File: src/rtl/wdog_keyed_pkg.sv
package wdog_keyed_pkg;
  typedef struct packed {
    logic step;   // accepted tick: advance the prescaler
    logic clear;  // disable key written: zero the prescaler and the counter
    logic load;   // unlocked counter write
    logic fire;   // wrap: issue reset, start the pulse
  } wdStrobe_t;
endpackage

File: src/rtl/wdog_keyed_ctl.sv
module wdog_keyed_ctl
  import wdog_keyed_pkg::*;
#(
  parameter int DW = 8,
  parameter logic [DW-1:0] DIS_KEY = 8'hA5,
  parameter logic [DW-1:0] UNL_KEY = 8'h5A
) (
  input  logic          clk,
  input  logic          rstN,
  input  logic          oscTick,
  input  logic          regAddr,
  input  logic          regWe,
  input  logic          regRe,
  input  logic [DW-1:0] regWdata,
  input  logic          preWrap,
  input  logic          cntWrap,
  output wdStrobe_t     strb,
  output logic [DW-1:0] ctrlVal
);
  logic [DW-1:0] ctrlQ;
  logic cntAccess, ctrlWrite, enabled;

  always_comb begin
    cntAccess  = regAddr & (regWe | regRe);
    ctrlWrite  = regWe & ~regAddr;
    enabled    = (ctrlQ != DIS_KEY);
    strb.step  = enabled & oscTick & ~cntAccess;
    strb.fire  = strb.step & preWrap & cntWrap;
    strb.clear = ctrlWrite & (regWdata == DIS_KEY);
    strb.load  = regWe & regAddr & (ctrlQ == UNL_KEY);
  end

  always_ff @(posedge clk) begin
    if (!rstN)          ctrlQ <= DIS_KEY;
    else if (strb.fire) ctrlQ <= DIS_KEY;
    else if (strb.load) ctrlQ <= '0;
    else if (ctrlWrite) ctrlQ <= regWdata;
  end

  assign ctrlVal = ctrlQ;


  wrong_key_hold_chk: assert property (@(posedge clk) disable iff (!rstN)
    (regWe && regAddr && ctrlQ != UNL_KEY) |=> $stable(ctrlQ));

  unlock_clears_ctrl_chk: assert property (@(posedge clk) disable iff (!rstN)
    strb.load |=> (ctrlQ == '0));

  wrap_rearm_chk: assert property (@(posedge clk) disable iff (!rstN)
    strb.fire |=> (ctrlQ == DIS_KEY));
endmodule

File: src/rtl/wdog_keyed_dp.sv
module wdog_keyed_dp
  import wdog_keyed_pkg::*;
#(
  parameter int PRE_W = 11,
  parameter int CNT_W = 8,
  parameter int DW = 8,
  parameter int PULSE_UNITS = 16
) (
  input  logic             clk,
  input  logic             rstN,
  input  logic             oscTick,
  input  wdStrobe_t        strb,
  input  logic [DW-1:0]    regWdata,
  output logic             preWrap,
  output logic             cntWrap,
  output logic [CNT_W-1:0] cntVal,
  output logic             coreRst,
  output logic             extRstOut
);
  localparam int PW = $clog2(PULSE_UNITS + 1) + PRE_W;
  localparam logic [PW-1:0] PULSE_LOAD = PW'(PULSE_UNITS) << PRE_W;

  logic [PRE_W-1:0] preQ;
  logic [CNT_W-1:0] cntQ;
  logic [PW-1:0]    pulseQ;
  logic             coreQ;

  assign preWrap = &preQ;
  assign cntWrap = &cntQ;

  always_ff @(posedge clk) begin
    if (!rstN) begin
      preQ <= '0;
      cntQ <= '0;
    end else if (strb.fire || strb.clear) begin
      preQ <= '0;
      cntQ <= '0;
    end else if (strb.load) begin
      preQ <= '0;
      cntQ <= regWdata[CNT_W-1:0];
    end else if (strb.step) begin
      preQ <= preQ + 1'b1;
      if (preWrap) cntQ <= cntQ + 1'b1;
    end
  end

  always_ff @(posedge clk) begin
    if (!rstN) begin
      pulseQ <= '0;
      coreQ  <= 1'b0;
    end else begin
      coreQ <= strb.fire;
      if (strb.fire)                       pulseQ <= PULSE_LOAD;
      else if (oscTick && pulseQ != '0)    pulseQ <= pulseQ - 1'b1;
    end
  end

  assign cntVal    = cntQ;
  assign coreRst   = coreQ;
  assign extRstOut = (pulseQ != '0);


  idle_cnt_stable_chk: assert property (@(posedge clk) disable iff (!rstN)
    (!strb.step && !strb.load && !strb.clear && !strb.fire) |=> $stable(cntQ));

  clear_zero_chk: assert property (@(posedge clk) disable iff (!rstN)
    strb.clear |=> (cntQ == '0 && preQ == '0));

  core_inside_ext_chk: assert property (@(posedge clk) disable iff (!rstN)
    coreQ |-> extRstOut);

  ext_end_on_tick_chk: assert property (@(posedge clk) disable iff (!rstN)
    $fell(extRstOut) |-> $past(oscTick));
endmodule

File: src/rtl/wdog_keyed.sv
module wdog_keyed
  import wdog_keyed_pkg::*;
#(
  parameter int PRE_W = 11,
  parameter int CNT_W = 8,
  parameter int DW = 8,
  parameter int PULSE_UNITS = 16,
  parameter logic [DW-1:0] DIS_KEY = 8'hA5,
  parameter logic [DW-1:0] UNL_KEY = 8'h5A
) (
  input  logic          clk,
  input  logic          rstN,
  input  logic          oscTick,
  input  logic          regAddr,
  input  logic          regWe,
  input  logic          regRe,
  input  logic [DW-1:0] regWdata,
  output logic [DW-1:0] regRdata,
  output logic          coreRstReq,
  output logic          extRst
);
  wdStrobe_t        strb;
  logic             preWrap, cntWrap;
  logic [DW-1:0]    ctrlVal;
  logic [CNT_W-1:0] cntVal;

  wdog_keyed_ctl #(.DW(DW), .DIS_KEY(DIS_KEY), .UNL_KEY(UNL_KEY)) u_ctl (
    .clk(clk), .rstN(rstN), .oscTick(oscTick), .regAddr(regAddr),
    .regWe(regWe), .regRe(regRe), .regWdata(regWdata),
    .preWrap(preWrap), .cntWrap(cntWrap), .strb(strb), .ctrlVal(ctrlVal)
  );

  wdog_keyed_dp #(.PRE_W(PRE_W), .CNT_W(CNT_W), .DW(DW),
                  .PULSE_UNITS(PULSE_UNITS)) u_dp (
    .clk(clk), .rstN(rstN), .oscTick(oscTick), .strb(strb),
    .regWdata(regWdata), .preWrap(preWrap), .cntWrap(cntWrap),
    .cntVal(cntVal), .coreRst(coreRstReq), .extRstOut(extRst)
  );

  assign regRdata = regAddr ? DW'(cntVal) : ctrlVal;
endmodule

File: config.mk
export PLATFORM = sky130hd
export DESIGN_NAME = wdog_keyed
export DESIGN_NICKNAME = d
export VERILOG_FILES = /design/src/rtl/wdog_keyed_pkg.sv /design/src/rtl/wdog_keyed_ctl.sv /design/src/rtl/wdog_keyed_dp.sv /design/src/rtl/wdog_keyed.sv
export SDC_FILE = /design/constraint.sdc
export NUM_CORES = 1
export LEC_CHECK = 0
export BUFFER_PORTS_ARGS = -buffer_cell sky130_fd_sc_hd__buf_2
export CORE_ASPECT_RATIO = 1.4
export CORE_MARGIN = 2
export CORE_UTILIZATION = 58
export CTS_CLUSTER_SIZE = 24
export DETAILED_ROUTE_END_ITERATION = 7
export PLACE_DENSITY = 0.8
export SKIP_LAST_GASP = 1
export SLEW_MARGIN = 20
export SYNTH_ARGS = -nofsm -noshare
export SYNTH_HDL_FRONTEND = slang
export SYNTH_SLANG_ARGS = --single-unit
File: constraint.sdc
create_clock -name clk -period 3.02 [get_ports clk]
set_clock_uncertainty 0.1 [all_clocks]
set_input_delay 0.151 -clock clk [delete_from_list [all_inputs] [get_ports clk]]
set_output_delay 0.151 -clock clk [all_outputs]
set_load 0.02 [all_outputs]
==> impl_metrics.yaml, run 1 <==
critical_path:
  delay_of_the_slowest_cell_on_the_worst_path_ps: 660
  number_of_cells_traversed_by_the_worst_register_to_register_path: 5
  arrival_ps: 2600
  worstReg2RegEnd: "u_dp.preQ[8]$_SDFFE_PP0P_"
  cp_slowest_cell: "sky130_fd_sc_hd__or3b_1"
  worst_setup_path_end_kind: "flip-flop"
  critical_path.startpoint_type: "flip-flop"
  setup.worst_path.class: "flip-flop to flip-flop"
  r2r_setup_slack_ps: 560
  crit_path_max_fanout: 11
  required_ps: 3160
  cp_cell_sequence: "or4b_4, o2111ai_4, o41ai_4, or3b_1, nor2_2"
  timing.rr.start: "u_ctl.ctrlVal[3]$_SDFFE_PP0P_"
timing:
  max_freq_ghz: 0.407
  final_min_period_over_clock_period_pct: 81.4
  final_max_slew_violation_count: 0
  worstMarginPinSlew_ps: 588
  timing.setup.tns_ps: 0
  setup_violations: 0
  hold_slack_ps: 11.7
  layout_min_cycle_time_ps: 2460
  max-slew-margin-rel_pct: 60.8
  hold_viol_final: 0
  grt_setup_unrepaired: "no"
  final.setup.worst_slack_ps: 563
grt:
  grt_antenna_before_repair: 0
  grt_remaining_overflow: 0
  grt_max_degree: 16
  grt_pass1_vias: 1902
  first_pass_grt_wire_length_um: 8410
  groute.usage.overall_pct: 24.0
finish:
  stdcell_area_um2: 2630
  layout.cells.most_common: "sky130_fd_sc_hd__dfxtp_1"
  filler_cell_count_in_the_final_layout: 325
  n_antenna_cell: 0
  layout-area-overhead-vs-synth_pct: 12.0
  final_net_count: 304
  layout_common_cells: "44 x sky130_fd_sc_hd__dfxtp_1, 23 x sky130_fd_sc_hd__buf_2, 21 x sky130_fd_sc_hd__nor2_1"
  share_of_final_layout_standard_cells_stronger_than_drive_strength_1_pct: 22.0
place:
  place_hpwl_um: 3830
  portBuffers: 23
  placedInstanceArea_um2: 2510
  place_congestion: 0.903
  post-place-ws_ps: 494
logic_synthesis:
  synth_cells: 259
  seq_cells_post_synth: 44
  net_count_synth: 277
  synth_area_leaders: "sky130_fd_sc_hd__dfxtp_1 38%, sky130_fd_sc_hd__xnor2_1 4.9%, sky130_fd_sc_hd__mux2_2 3.8%"
  syn_area_per_cell_um2: 9.05
  postSynth.topFlopCell: "sky130_fd_sc_hd__dfxtp_1"
  seq_area_frac_synth_pct: 37.6
  synth-async-reset-ratio_pct: 0
  synth_area_leader_cell: "sky130_fd_sc_hd__dfxtp_1"
  synth.distinct_cells: 53
  netlist_area_um2: 2340
  ys.warnings.count: 0
  synth-edff-count: 0
  post-synth-top-area-fraction_pct: 37.6
worst_hold_path:
  holdPathStages: 2
  hold_start: "regWdata[7]"
  timing.hold.worst.class: "input pin to flip-flop"
  hold-path-endpoint: "u_ctl.ctrlVal[7]$_SDFFE_PP1P_"
run:
  timing.max_cap.violations: 0
cts:
  clk_root_buffer_cell: "sky130_fd_sc_hd__clkbuf_8"
  cts_tree: "built"
  post-cts-setup-buffer-count: 0
  postCtsResizedCells: 0
  clock_sinks: 44
  htreeDepth: 2
  clk_path_buf_depth: 2
  cts-buffers-inserted: 5
  clkSlewWorstSetupHoldPaths_ps: 80
  cts_hold_buffers_added: 1
  worst_skew_pair.late_latency_ps: 300
route:
  via_per_inst: 6.08
  count_of_nets_left_with_antenna_violations_after_detail_routing: 0
  drc_marker_count_from_the_first_detailed_route_iteration: 105
  detail_route.wirelength.met1_um: 2060
  wirelength_um: 5090
  detailedRoute.firstPassIterationCount: 4
  num_vias: 2006
  uppermost_signal_routing_layer_after_detailed_routing: "met4"
  route.detailed.wl_per_inst_um: 15.4
  wl_met3_um: 158
  drc_errors: 0
  wl_met2_um: 2730
floorplan:
  die_area_um2: 4570
  placeable_core_region_um2: 3920
  num_rows: 27
  initial_utilization_pct: 59.8
  die_height_um: 79.2
  fp.dieW_um: 57.7
  num_io_pins: 24
power:
  power_density_nw_per_um2: 787
  power.ir.vdd_worst_uv: 828
  power_leakage_nw: 0.963
outcome:
  status: "finished, final reports clean"
-- flip-flops by register name, summed over array words and instances, names as in the netlist --
signal and count:
u_dp.preQ 11, u_ctl.ctrlVal 8, u_dp.coreRst 1, u_dp.cntVal 8, u_dp.pulseQ 16
-- worst max-delay path, delay by kind of cell, from the launching register on --
kind,cells,cell delay [ps]
compound gates,2,500
simple gates,3,1430
flops,1,340
-- cell families after synthesis --
logic type / synth area share, %
flip-flops: 37.6
AO/OA/AOI/OAI: 17.1
XOR/XNOR: 6.72
multiplexers: 6.83
buffers and inverters: 2.83
adder cells (fa/ha/maj): 2.13
AND/OR/NAND/NOR: 26.8
-- synth_stat cells (all sizes together), types with 3 or more instances --
library cell,count
dfxtp,44
nor2,31
a21oi,17
nand2,15
xnor2,13
nand3,10
nor3,10
mux2,8
o21ai,8
mux2i,7
clkbuf,6
inv,6
nor2b,6
nor4,6
a211o,5
or3,5
or4,5
xor2,5
a22oi,4
ha,4
buf,3
o211ai,3
or4b,3
-- area by class of cell --
type | instances | area, µm² | share of cell area [%]
clock buffers | 7 | 86.3 | 3.29
multi-input cells | 200 | 1410 | 53.7
inverters | 6 | 22.5 | 0.858
well taps | 43 | 53.8 | 2.05
flip-flops and latches | 44 | 881 | 33.6
clock inverters | 1 | 7.51 | 0.286
repair buffers | 29 | 165 | 6.29
-- metal layers --
metal | up-vias | GRT usage, %
li1 | 1014 | -
met1 | 934 | 25.9
met2 | 46 | 43.6
met3 | 12 | 4.89
met4 | 0 | 10.9
met5 | - | 0
-- stage by stage --
| step | utilization [%] | instances | total power, mW |
|---|---|---|---|
| global route | 67.0 | 330 | 2.23 |
| detailed placement | 64.1 | 320 | 1.69 |
| CTS | 66.7 | 329 | 2.07 |
| finish | 67.0 | 330 | 2.07 |
| global placement | 64.1 | 320 | 1.66 |
| floorplan | - | 259 | 1.49 |
-- power by group --
group	internal [mW]	switching, mW
clock	0.186	0.196
combinational	0.396	0.489
sequential	0.684	0.116
-- how the worst max path moves through the flow --
stage,startpoint,to,cells past startpoint
5_1_grt,u_dp.preQ[2]$_SDFFE_PP0P_,u_dp.preQ[9]$_SDFFE_PP0P_,5
2_1_floorplan,u_dp.pulseQ[0]$_SDFFE_PP0P_,u_dp.pulseQ[2]$_SDFFE_PP0P_,7
6_report,u_ctl.ctrlVal[3]$_SDFFE_PP0P_,u_dp.preQ[8]$_SDFFE_PP0P_,5
3_3_place_gp,regWe,u_dp.preQ[9]$_SDFFE_PP0P_,6
4_1_cts,u_ctl.ctrlVal[3]$_SDFFE_PP0P_,u_dp.preQ[8]$_SDFFE_PP0P_,5
3_5_place_dp,regWe,u_dp.preQ[9]$_SDFFE_PP0P_,6
(Power assumes the default switching activity.)
==> run 2, diff against run 1 <==
- CORE_UTILIZATION: 58 -> 53
- PLACE_DENSITY: 0.8 -> 0.77
- clock period: 3.02 -> 2.14 ns (I/O delays scaled with it)
==> impl_metrics.yaml, run 2 (same netlist as run 1, synthesis figures left out) <==
outcome:
  status: "finished, final reports clean"
timing:
  grt_setup_unrepaired: "yes"
  setup_violations: 0
  max-slew-margin-rel_pct: 60.3
  final_max_slew_violation_count: 0
  hold_slack_ps: 4.87
  final_min_period_over_clock_period_pct: 98.2
  worstMarginPinSlew_ps: 587
  max_freq_ghz: 0.476
  hold_viol_final: 0
  layout_min_cycle_time_ps: 2100
critical_path:
  r2r_setup_slack_ps: 40
  crit_path_max_fanout: 4
  required_ps: 2230
  setup.worst_path.class: "flip-flop to flip-flop"
  worst_setup_path_end_kind: "flip-flop"
  arrival_ps: 2190
  critical_path.startpoint_type: "flip-flop"
power:
  power.ir.vdd_worst_uv: 566
  power_leakage_nw: 1.18
  power_density_nw_per_um2: 1060
  totalPowerFinal_mw: 3.21
floorplan:
  die_area_um2: 4980
  initial_utilization_pct: 55.3
  num_io_pins: 24
  fp.dieW_um: 60.2
  num_rows: 28
  placeable_core_region_um2: 4240
  die_height_um: 82.7
place:
  place_congestion: 0.903
  placedInstanceArea_um2: 2780
  portBuffers: 23
  place_hpwl_um: 4350
finish:
  share_of_final_layout_standard_cells_stronger_than_drive_strength_1_pct: 33.7
  layout-area-overhead-vs-synth_pct: 29.3
  multiInputGateArea_um2: 1460
  flip_flop_count_of_the_largest_register_all_copies_and_words_added: 16
  layout_common_cells: "42 x sky130_fd_sc_hd__dfxtp_1, 39 x sky130_fd_sc_hd__buf_4, 23 x sky130_fd_sc_hd__buf_2"
  stdcell_area_um2: 3030
  filler_cell_count_in_the_final_layout: 318
  layout.cells.most_common: "sky130_fd_sc_hd__dfxtp_1"
  n_antenna_cell: 0
  top_register: "u_dp.pulseQ"
  final_net_count: 347
  largest_registers: "u_dp.pulseQ (16), u_dp.preQ (11)"
  regArea_um2: 883
cts:
  htreeDepth: 2
  clk_root_buffer_cell: "sky130_fd_sc_hd__clkbuf_8"
  clkSlewWorstSetupHoldPaths_ps: 90
  cts_tree: "built"
  worst_skew_pair.late_latency_ps: 300
  cts-buffers-inserted: 5
  clk_path_buf_depth: 2
  clock_sinks: 44
route:
  detailedRoute.firstPassIterationCount: 4
  drc_errors: 0
  wirelength_um: 6150
  count_of_nets_left_with_antenna_violations_after_detail_routing: 0
  route.detailed.wl_per_inst_um: 15.8
  num_vias: 2263
  via_per_inst: 5.82
  drc_marker_count_from_the_first_detailed_route_iteration: 98
grt:
  grt_pass1_vias: 2149
  grt_antenna_before_repair: 0
  grt_remaining_overflow: 0
  first_pass_grt_wire_length_um: 9600
  grt_max_degree: 16
  groute.usage.overall_pct: 25.6
worst_hold_path:
  timing.hold.worst.class: "input pin to flip-flop"
run:
  timing.max_cap.violations: 0
==> run 2: report_power, final <==
part	internal (mW)	switching (mW)
logic	0.766	0.826
clock network	0.221	0.285
registers	0.967	0.142
total	1.95	1.25
==> run 2: final timing paths <==
path / start / end / cells after the start
worst min-delay path: regWdata[3] / u_ctl.ctrlVal[3]$_SDFFE_PP0P_ / 3
worst max register to register: u_dp.pulseQ[0]$_SDFFE_PP0P_ / u_dp.pulseQ[8]$_SDFFE_PP0P_ / 7
worst min register to register: u_dp.pulseQ[6]$_SDFFE_PP0P_ / u_dp.pulseQ[6]$_SDFFE_PP0P_ / 2
worst max-delay path: u_dp.pulseQ[0]$_SDFFE_PP0P_ / u_dp.pulseQ[8]$_SDFFE_PP0P_ / 7
==> run 2: worst max-delay path: stages, from the launching register on <==
cell and delay [ps]:
sky130_fd_sc_hd__dfxtp_2 330, sky130_fd_sc_hd__inv_2 80, sky130_fd_sc_hd__ha_4 130, sky130_fd_sc_hd__or4b_4 460
sky130_fd_sc_hd__or4_4 460, sky130_fd_sc_hd__o211ai_1 220, sky130_fd_sc_hd__xor2_1 180, sky130_fd_sc_hd__nor2_1 50
==> run 2: layout make-up <==
type / instances / area share (%)
Multi-Input combinational cell: 200 / 48.1
Sequential cell: 44 / 29.1
Timing Repair Buffer: 72 / 16.8
Tap cell: 60 / 2.48
Clock buffer: 5 / 2.27
Inverter: 6 / 0.743
Clock inverter: 2 / 0.413
==> run 2: stage by stage <==
step	util [%]	worst slack (ps)	cells	TNS, ps
after detailed placement	65.7	-38.1	370	-107
after global placement	65.7	30.2	370	0
after CTS	69.6	-0.451	385	-0.451
final	71.5	39.6	389	0
after global routing	71.5	-44.2	389	-106
after floorplan	-	7.72	259	0
==> run 2: routing by layer <==
layer / GRT usage [%] / share of wire [%] / vias up
met5: 0 / 0 / -
met4: 11.3 / 3.9 / 0
met3: 3.89 / 3.1 / 26
met2: 49.2 / 55 / 64
met1: 26.3 / 38 / 1073
li1: - / - / 1100
==> run 2: repair_timing <==
item	in CTS	in global routing
resized for setup	3	17
endpoints found under the setup margin	6	27
endpoints found under the hold margin	10	0
buffers inserted	0	3
gates cloned	0	1
hold buffers	8	0
pin swaps	4	10
==> run 3, diff against run 2 <==
- RECOVER_POWER: default -> 25
==> impl_metrics.yaml, run 3 (same netlist as run 1, synthesis figures left out) <==
outcome:
  status: "complete, but fails checks"
  violations: "setup timing"
floorplan:
  die_height_um: 82.7
  placeable_core_region_um2: 4240
  num_io_pins: 24
  die_area_um2: 4980
  fp.dieW_um: 60.2
  num_rows: 28
  initial_utilization_pct: 55.3
power:
  power_leakage_nw: 1.14
  p_int_mw: 1.95
  totalPowerFinal_mw: 3.21
  power_density_nw_per_um2: 1060
  p_sw_mw: 1.25
  power.ir.vdd_worst_uv: 567
  pwr-share-clk_pct: 15.9
  switching_share_pct: 39.1
  power.share.combinational_pct: 49.5
  seqPwrFrac_pct: 34.6
place:
  place_hpwl_um: 4350
  place_congestion: 0.903
  portBuffers: 23
  placed_cells: 370
critical_path:
  cp-startpoint: "u_ctl.ctrlVal[4]$_SDFFE_PP0P_"
  timing.rr.start: "u_ctl.ctrlVal[4]$_SDFFE_PP0P_"
  required_ps: 2260
  critical_path.startpoint_type: "flip-flop"
  cp_cell_sequence: "or4b_4, o2111ai_2, buf_4, nor2_2, a41o_1, a21oi_1"
  crit_family: "compound AO/OA/AOI/OAI gates"
  arrival_ps: 2260
  crit_path_max_fanout: 9
  cp_slowest_cell: "sky130_fd_sc_hd__or4b_4"
  critical_path.n_buffers_inverters: 1
  worst_setup_path_end_kind: "flip-flop"
  delay_of_the_slowest_cell_on_the_worst_path_ps: 550
  setup.worst_path.class: "flip-flop to flip-flop"
cts:
  clk_path_buf_depth: 2
  clk_root_buffer_cell: "sky130_fd_sc_hd__clkbuf_8"
  cts_tree: "built"
  cts-buffers-inserted: 5
  htreeDepth: 2
  worst_skew_pair.late_latency_ps: 300
  clock_sinks: 44
  clkSlewWorstSetupHoldPaths_ps: 90
grt:
  grt_pass1_vias: 2149
  grt_remaining_overflow: 0
  grt_max_degree: 16
  first_pass_grt_wire_length_um: 9600
  grt_antenna_before_repair: 0
  groute.usage.overall_pct: 25.6
timing:
  worstMarginPinSlew_ps: 588
  grt_setup_unrepaired: "yes"
  max_freq_ghz: 0.467
  final_min_period_over_clock_period_pct: 100
  setup_violations: 1
  layout_min_cycle_time_ps: 2140
  final_max_slew_violation_count: 0
  hold_viol_final: 0
  timing.setup.tns_ps: -0.333
  max-slew-margin-rel_pct: 60.3
  final.setup.worst_slack_ps: -0.333
route:
  num_vias: 2261
  drc_marker_count_from_the_first_detailed_route_iteration: 105
  wirelength_um: 6140
  drc_errors: 0
  detailedRoute.firstPassIterationCount: 4
  count_of_nets_left_with_antenna_violations_after_detail_routing: 0
  route.detailed.wl_per_inst_um: 15.8
  via_per_inst: 5.81
finish:
  top_register: "u_dp.pulseQ"
  layout.cells.most_common: "sky130_fd_sc_hd__dfxtp_1"
  n_antenna_cell: 0
  share_of_final_layout_standard_cells_stronger_than_drive_strength_1_pct: 31.0
  layout_common_cells: "42 x sky130_fd_sc_hd__dfxtp_1, 39 x sky130_fd_sc_hd__buf_4, 20 x sky130_fd_sc_hd__nor2_1"
  final_net_count: 347
  layout-area-overhead-vs-synth_pct: 28.4
  finalNonFillerCells: 389
  flip_flop_count_of_the_largest_register_all_copies_and_words_added: 16
  largest_registers: "u_dp.pulseQ (16), u_dp.preQ (11)"
worst_hold_path:
  timing.hold.worst.class: "input pin to flip-flop"
  hold_start: "regWdata[3]"
run:
  timing.max_cap.violations: 0
==> run 3: power by group through the flow <==
stage,Clock (mW),Combinational [mW],Sequential [mW]
after CTS,0.517,1.52,1.09
after global routing,0.543,1.75,1.13
final,0.509,1.59,1.11
after detailed placement,0,1.50,1.11
after floorplan,0,1.01,1.11
after global placement,0,1.46,1.10
==> run 3: worst paths after layout <==
| check | endpoint | slack, ps | depth (start not counted) |
|---|---|---|---|
| worst max-delay path | u_dp.cntVal[4]$_SDFFE_PP0P_ | -0.3 | 6 |
| worst min-delay path | u_ctl.ctrlVal[3]$_SDFFE_PP0P_ | 5 | 3 |
| worst max register to register | u_dp.cntVal[4]$_SDFFE_PP0P_ | -0.3 | 6 |
| worst min register to register | u_dp.pulseQ[6]$_SDFFE_PP0P_ | 390 | 2 |
==> run 3: worst reg2reg max path, cell delays in order (launching register included) <==
cell	delay, ps
sky130_fd_sc_hd__dfxtp_2	330
sky130_fd_sc_hd__or4b_4	550
sky130_fd_sc_hd__o2111ai_2	310
sky130_fd_sc_hd__buf_4	220
sky130_fd_sc_hd__nor2_2	100
sky130_fd_sc_hd__a41o_1	280
sky130_fd_sc_hd__a21oi_1	180
==> run 3: layout make-up <==
type,instances,area [µm²]
clock buffers,5,68.8
well taps,60,75.1
repair buffers,72,499
inverters,6,22.5
clock inverters,2,12.5
multi-input cells,200,1450
fillers,325,1230
flip-flops and latches,44,883
==> run 3: repair_timing <==
action | 4_1_cts | 5_1_grt
resized for setup | 3 | 17
cloned | 0 | 1
hold buffers | 8 | 0
setup endpoints to repair | 6 | 27
endpoints found under the hold margin | 10 | 0
pin swaps | 4 | 10
buffers inserted | 0 | 3
==> run 3: stage by stage <==
stage	util [%]	cell area, µm²	worst slack [ps]	hold slack, ps
floorplan	-	2350	7.72	125
global placement	65.7	2780	30.2	264
detailed placement	65.7	2780	-38.1	265
CTS	69.6	2950	-0.451	1.29
global route	71.0	3010	-44.2	14.8
finish	71.0	3010	-0.333	4.72
==> run 3: layer usage <==
metal	part of all wire [%]	vias up	track usage [%]
li1	-	1099	-
met3	3.2	24	3.89
met2	56	68	49.2
met1	38	1070	26.3
met4	3.3	0	11.3
met5	0	-	0
